`src/rtl/trig_cfg_pkg.sv`:
```
package trig_cfg_pkg;
  localparam int unsigned FIELDS = 16;
  localparam logic [31:0] SGI_WORD  = 32'hAAAA_AAAA;
  localparam logic [31:0] RES0_MASK = 32'h5555_5555;

  // place mode bits on odd positions, reserved bits stay zero
  function automatic logic [31:0] spread(input logic [FIELDS-1:0] e);
    logic [31:0] r;
    r = '0;
    for (int f = 0; f < FIELDS; f++) r[2*f+1] = e[f];
    return r;
  endfunction

  function automatic logic [FIELDS-1:0] gather(input logic [31:0] d);
    logic [FIELDS-1:0] r;
    for (int f = 0; f < FIELDS; f++) r[f] = d[2*f+1];
    return r;
  endfunction
endpackage

```
`src/rtl/trig_addr_dec.sv`:
```
module trig_addr_dec #(
  parameter int unsigned       ADDR_W = 16,
  parameter int unsigned       WORD_W = 6,
  parameter logic [ADDR_W-1:0] BASE   = 16'h0C00
) (
  input  logic [ADDR_W-1:0] addr_i,
  output logic              in_win_o,
  output logic [WORD_W-1:0] word_o
);
  localparam int unsigned LO = WORD_W + 2;

  // BASE is aligned to the window size, so the word index is a plain slice
  assign in_win_o = (addr_i[ADDR_W-1:LO] == BASE[ADDR_W-1:LO]) && (addr_i[1:0] == 2'b00);
  assign word_o   = addr_i[LO-1:2];
endmodule

```
`src/rtl/trig_sec_mask.sv`:
```
module trig_sec_mask #(
  parameter int unsigned NUM_IRQ = 256,
  parameter int unsigned WORD_W  = 6
) (
  input  logic [WORD_W-1:0]  word_i,
  input  logic               sec_disable_i,
  input  logic               secure_i,
  input  logic [NUM_IRQ-17:0] irq_ns_i,
  output logic [15:0]        vis_o
);
  localparam int unsigned SLOTS = (2**WORD_W) * 16;

  logic [SLOTS-1:0] ns_pad;
  logic [SLOTS-1:0] impl_pad;
  logic             open_all;

  for (genvar j = 0; j < SLOTS; j++) begin : g_pad
    if (j >= 16 && j < NUM_IRQ) begin : g_ns
      assign ns_pad[j] = irq_ns_i[j-16];
    end else begin : g_nns
      assign ns_pad[j] = 1'b0;
    end
    assign impl_pad[j] = (j < NUM_IRQ);
  end

  assign open_all = sec_disable_i | secure_i;

  always_comb begin
    for (int f = 0; f < 16; f++) begin
      vis_o[f] = impl_pad[{word_i, 4'(f)}] & (open_all | ns_pad[{word_i, 4'(f)}]);
    end
  end
endmodule

```
`src/rtl/trig_ppi_bank.sv`:
```
module trig_ppi_bank #(
  parameter int unsigned NUM_PE     = 8,
  parameter int unsigned PE_W       = 4,
  parameter logic [15:0] WR_MASK    = 16'hFFFF,
  parameter logic [15:0] FIXED_EDGE = 16'h0000
) (
  input  logic                 clk_i,
  input  logic                 rst_ni,
  input  logic                 we_i,
  input  logic [PE_W-1:0]      pe_i,
  input  logic [15:0]          wmask_i,
  input  logic [15:0]          wedge_i,
  output logic                 pe_ok_o,
  output logic [15:0]          rd_edge_o,
  output logic [NUM_PE*16-1:0] edge_o
);
  assign pe_ok_o = ({1'b0, pe_i} < (PE_W+1)'(NUM_PE));

  for (genvar p = 0; p < NUM_PE; p++) begin : g_pe
    logic [15:0] q;
    logic [15:0] m;
    assign m = (we_i && pe_i == PE_W'(p)) ? (wmask_i & WR_MASK) : 16'h0000;
    always_ff @(posedge clk_i or negedge rst_ni) begin
      if (!rst_ni) q <= '0;
      else         q <= (q & ~m) | (wedge_i & m);
    end
    assign edge_o[p*16 +: 16] = (q & WR_MASK) | (FIXED_EDGE & ~WR_MASK);
  end

  always_comb begin
    rd_edge_o = '0;
    for (int p = 0; p < NUM_PE; p++) begin
      if (pe_i == PE_W'(p)) rd_edge_o = edge_o[p*16 +: 16];
    end
  end
endmodule

```
`src/rtl/trig_cfg_bank.sv`:
```
module trig_cfg_bank
  import trig_cfg_pkg::*;
#(
  parameter int unsigned       NUM_IRQ        = 256,
  parameter int unsigned       NUM_PE         = 8,
  parameter int unsigned       PE_W           = 4,
  parameter int unsigned       ADDR_W         = 16,
  parameter int unsigned       WORD_W         = 6,
  parameter logic [ADDR_W-1:0] BASE           = 16'h0C00,
  parameter logic [15:0]       PPI_WR_MASK    = 16'hFFFF,
  parameter logic [15:0]       PPI_FIXED_EDGE = 16'h0000
) (
  input  logic                  clk_i,
  input  logic                  rst_ni,
  input  logic                  req_valid_i,
  input  logic                  req_write_i,
  input  logic [ADDR_W-1:0]     req_addr_i,
  input  logic [31:0]           req_wdata_i,
  input  logic [PE_W-1:0]       req_pe_i,
  input  logic                  req_secure_i,
  input  logic                  sec_disable_i,
  input  logic [NUM_IRQ-17:0]   irq_ns_i,
  output logic                  rsp_ack_o,
  output logic [31:0]           rsp_rdata_o,
  output logic [NUM_IRQ-33:0]   spi_edge_o,
  output logic [NUM_PE*16-1:0]  ppi_edge_o
);
  localparam int unsigned NUM_SPI = NUM_IRQ - 32;
  localparam int unsigned SLOTS   = (2**WORD_W) * 16;

  logic              in_win;
  logic [WORD_W-1:0] word;
  logic [15:0]       vis;
  logic              is_sgi, is_ppi, pe_ok, wr_go;
  logic [15:0]       ppi_rd, wedge, vis_eff, wmask, word_edge;
  logic [31:0]       rd_val;
  logic              unused_res0;

  trig_addr_dec #(
    .ADDR_W(ADDR_W), .WORD_W(WORD_W), .BASE(BASE)
  ) i_dec (
    .addr_i  (req_addr_i),
    .in_win_o(in_win),
    .word_o  (word)
  );

  trig_sec_mask #(
    .NUM_IRQ(NUM_IRQ), .WORD_W(WORD_W)
  ) i_sec (
    .word_i       (word),
    .sec_disable_i(sec_disable_i),
    .secure_i     (req_secure_i),
    .irq_ns_i     (irq_ns_i),
    .vis_o        (vis)
  );

  assign is_sgi      = (word == WORD_W'(0));
  assign is_ppi      = (word == WORD_W'(1));
  assign wr_go       = req_valid_i & req_write_i & in_win;
  assign wedge       = gather(req_wdata_i);
  assign unused_res0 = ^(req_wdata_i & RES0_MASK);

  trig_ppi_bank #(
    .NUM_PE(NUM_PE), .PE_W(PE_W), .WR_MASK(PPI_WR_MASK), .FIXED_EDGE(PPI_FIXED_EDGE)
  ) i_ppi (
    .clk_i    (clk_i),
    .rst_ni   (rst_ni),
    .we_i     (wr_go & is_ppi),
    .pe_i     (req_pe_i),
    .wmask_i  (wmask),
    .wedge_i  (wedge),
    .pe_ok_o  (pe_ok),
    .rd_edge_o(ppi_rd),
    .edge_o   (ppi_edge_o)
  );

  // shared interrupt storage, one mode bit per implemented ID
  logic [NUM_SPI-1:0] spi_q, spi_we, spi_d;
  logic [SLOTS-1:0]   spi_pad;

  for (genvar i = 0; i < NUM_SPI; i++) begin : g_spi
    localparam int unsigned ID = i + 32;
    assign spi_we[i] = wr_go && (word == WORD_W'(ID / 16)) && wmask[ID % 16];
    assign spi_d[i]  = wedge[ID % 16];
  end

  always_ff @(posedge clk_i or negedge rst_ni) begin
    if (!rst_ni) spi_q <= '0;
    else         spi_q <= (spi_q & ~spi_we) | (spi_d & spi_we);
  end

  for (genvar j = 0; j < SLOTS; j++) begin : g_pad
    if (j >= 32 && j < NUM_IRQ) begin : g_on
      assign spi_pad[j] = spi_q[j-32];
    end else begin : g_off
      assign spi_pad[j] = 1'b0;
    end
  end

  always_comb begin
    if (is_sgi) begin
      word_edge = 16'hFFFF;
      vis_eff   = 16'hFFFF;
      wmask     = 16'h0000;
    end else if (is_ppi) begin
      word_edge = ppi_rd;
      vis_eff   = pe_ok ? vis : 16'h0000;
      wmask     = vis_eff & PPI_WR_MASK;
    end else begin
      word_edge = spi_pad[{word, 4'h0} +: 16];
      vis_eff   = vis;
      wmask     = vis;
    end
  end

  assign rd_val = spread(word_edge & vis_eff);

  always_ff @(posedge clk_i or negedge rst_ni) begin
    if (!rst_ni) begin
      rsp_ack_o   <= 1'b0;
      rsp_rdata_o <= '0;
    end else begin
      rsp_ack_o   <= req_valid_i;
      rsp_rdata_o <= (req_valid_i && !req_write_i && in_win) ? rd_val : 32'h0;
    end
  end

  assign spi_edge_o = spi_q;
endmodule

```
`config.mk`:
```
export PLATFORM = sky130hd
export DESIGN_NAME = trig_cfg_bank
export DESIGN_NICKNAME = d
export VERILOG_FILES = /design/src/rtl/trig_cfg_pkg.sv /design/src/rtl/trig_addr_dec.sv /design/src/rtl/trig_sec_mask.sv /design/src/rtl/trig_ppi_bank.sv /design/src/rtl/trig_cfg_bank.sv
export SDC_FILE = /design/constraint.sdc
export NUM_CORES = 1
export LEC_CHECK = 0
export BUFFER_PORTS_ARGS = -buffer_cell sky130_fd_sc_hd__clkbuf_2
export CAP_MARGIN = 20
export CORE_AREA = 2 2 263 265
export DETAILED_ROUTE_END_ITERATION = 6
export DIE_AREA = 0 0 265 267
export PLACE_DENSITY_LB_ADDON = 0.05
export SETUP_SLACK_MARGIN = 0.1
export SYNTH_ARGS = -nofsm -noshare
export SYNTH_HDL_FRONTEND = slang
export SYNTH_SLANG_ARGS = --single-unit
```
`constraint.sdc`:
```
create_clock -name clk_i -period 2.6 [get_ports clk_i]
set_input_delay 0.39 -clock clk_i [delete_from_list [all_inputs] [get_ports clk_i]]
set_output_delay 0.39 -clock clk_i [all_outputs]
set_load 0.01 [all_outputs]
```
==> results.toml <==
[hold_path]
min_path_type = "input port to async pin"

[worst_setup_path]
max_stage_delay_ps = 600
cp_max_fo = 16
slowest_stage = "or4_1"
worstPathRequired_ps = 3060
setup.worst_path.class = "input port to flip-flop"
crit_path_cell_trace = "clkbuf_2, nor3b_2, nand4_2, or4_1, buf_4, nor4b_4, buf_12, nand2_1, mux2_1"
critPathArrivalTime_ps = 2790
cp-start-kind = "input port"
endpoint_kind = "flip-flop"

[power]
ir_drop_v = 0.0005053
power.leakage_nw = 13.92
p_per_area_nw_per_um2 = 491.8

[cts]
cts_root_buf = "clkbuf_16"
clkSinkCount = 369
cts_tree = "built"
htreeDepth = 2
worstSkewPairLatency_ps = 590
post_cts_buffers = 0
cts_inserted_buffers = 45
clk_path_buf_depth = 3
clk_pin_slew_ps = 60

[synthesis]
synthTopCellsByCount = "nand2_1 (399), dfrtp_1 (369), mux2_2 (339), buf_2 (79), clkbuf_1 (79)"
ys_async_sr_fraction = 1.000
synth-main-ff-cell = "dfrtp_1"
yosys_register_bits = 369
synth_cell_types = 63
syn_inst = 1894
yosys.cell_count.top_type = "nand2_1"
ys_seq_area_frac = 0.4431
synth_area_per_cell_um2 = 11.00
yosysTopAreaCellShare = 0.4431
yosysTopAreaCell = "dfrtp_1"
synth_edf_count = 0
synth.top_cells.by_area = "dfrtp_1 (44%), mux2_2 (18%), nand2_1 (7.2%)"
yosysWarnings = 0
netlist_area_um2 = 20840

[timing]
rsz0062_at_grt = "false"
relSlewSlack = 0.4906
hold_viol = 0
finalWorstSetupSlack_ps = 268.4
clock_skew_ps = 29.97
finalCritPeriodShare = 0.8968
finalMaxSlewViolations = 0
hold-worst-slack_ps = 354.6
setup-violations-final = 0
period_minus_slack_ps = 2332
worst_pin_slew_ps = 744.8
fmax_mhz = 428.9

[global_routing]
grt_overflow = 0
grt_max_degree = 63
grt_use_total = 0.2973
grt_antenna_before_repair = 13
grt_pass1_wl_mm = 150.0
grt_pass1_vias = 18980

[detailed_routing]
viasPerCell = 5.312
num_vias = 18780
routedWlPerCell_um = 30.28
totalWireLength_mm = 107.1
drt_iter0_markers = 1464
post-route-drc-count = 0
drtPass1Iterations = 5
detail-route-antenna-nets = 0

[placed_design]
dpl-instance-area_um2 = 26470
gp_congestion = 0.9599
place_hpwl_mm = 84.07
io_buffers = 650
pre_cts_ws_ps = -430.1
dp_cells = 3440

[flow_run]
cap_violations = 0

[floorplanning]
design.die.area_um2 = 70760
die_w_um = 265
ioPinCount = 683
core_area_um2 = 67990
die_h_um = 267
num_rows = 96
floorplan.initialDensity = 0.3065

[cells_and_area]
design_area_um2 = 28020
nets = 2905
fillerInstances = 6780
drive_gt1_frac = 0.5123
syn2layout_area_growth_pct = 34.49
final-instance-count-excl-fill = 3536

[run_status]
outcome = "finished, final reports clean"
-- cell type report --
class                      count  area [µm²]  area share
multi-input combinational   1327       10780      0.3846
sequential                   369        9234      0.3295
timing repair buffer         836        5271      0.1881
clock buffer                  69        1368     0.04880
tap                          882        1104     0.03938
clock inverter                12       132.6    0.004733
inverter                      28       105.1    0.003750
antenna                       13       32.53    0.001161
-- path summary, 6_finish.rpt --
path                               startpoint                         to  slack [ps]  depth (start not counted)
worst max-delay path            req_addr_i[1]                  flip-flop         270                          9
worst min-delay path                   rst_ni                  async pin         350                          2
worst max register to register      flip-flop  rsp_rdata_o[25]$_DFF_PN0_         410                          8
worst min register to register      flip-flop                  flip-flop         530                          1
max in group asynchronous              rst_ni                  async pin        1360                          3
min in group clk_i                req_write_i   rsp_rdata_o[5]$_DFF_PN0_         370                          5
-- repair_timing --
action                     4_1_cts  5_1_grt
hold endpoints to repair        54        0
gates resized for setup          0        1
setup endpoints to repair        0        9
hold buffers                     2        0
-- logic make-up after synthesis --
group           share of synthesized area
other cells                     0.0001800
flops                              0.4431
buf+inv                           0.04690
compound gates                    0.07842
mux                                0.3168
simple gates                       0.1146
-- critical path: cells and delay by family --
family,cells,cell delay [ps]
mux,1,320
buf+inv,3,550
simple gates,5,1500
-- per-stage QoR --
step	util	setup TNS, ps	power (mW)
after floorplan	-	0	6.519
after global placement	0.3892	-59370	7.400
after detailed placement	0.3893	-62180	7.401
after CTS	0.4116	0	13.92
after global routing	0.4121	0	14.23
final	0.4122	0	13.78
-- cells in the final DEF, fill, tap and decap left out, types with 10 or more instances in the layout --
cell / n
conb_1: 16
nand3b_1: 13
mux4_2: 63
a221o_1: 15
mux2_2: 339
mux2i_1: 70
clkbuf_8: 13
mux2_1: 59
buf_4: 136
a2bb2oi_1: 12
clkbuf_1: 10
o221ai_1: 38
buf_12: 48
a21o_1: 11
nor2_1: 46
a31oi_1: 12
o21ai_0: 62
inv_1: 28
clkbuf_2: 645
a21oi_2: 16
diode_2: 13
o211ai_1: 10
nand2_1: 399
clkbuf_16: 46
nor2_2: 10
o22ai_1: 30
dfrtp_1: 369
a21oi_1: 12
nand3_1: 11
-- report_power, final --
group	total (mW)	internal [mW]	switching, mW
sequential	5.75	5.74	0.000753
clock	6.49	3.82	2.67
combinational	1.55	0.602	0.949
total	13.8	10.2	3.62
-- per-layer routing --
metal | vias up | global-route usage | wire (µm)
li1 | 8224 | - | -
met1 | 9744 | 0.3955 | 45870
met2 | 732 | 0.4642 | 49700
met3 | 82 | 0.1057 | 10170
met4 | 0 | 0.06352 | 1314
met5 | - | 0.006237 | 0
Power figures use the tool's default switching activity.
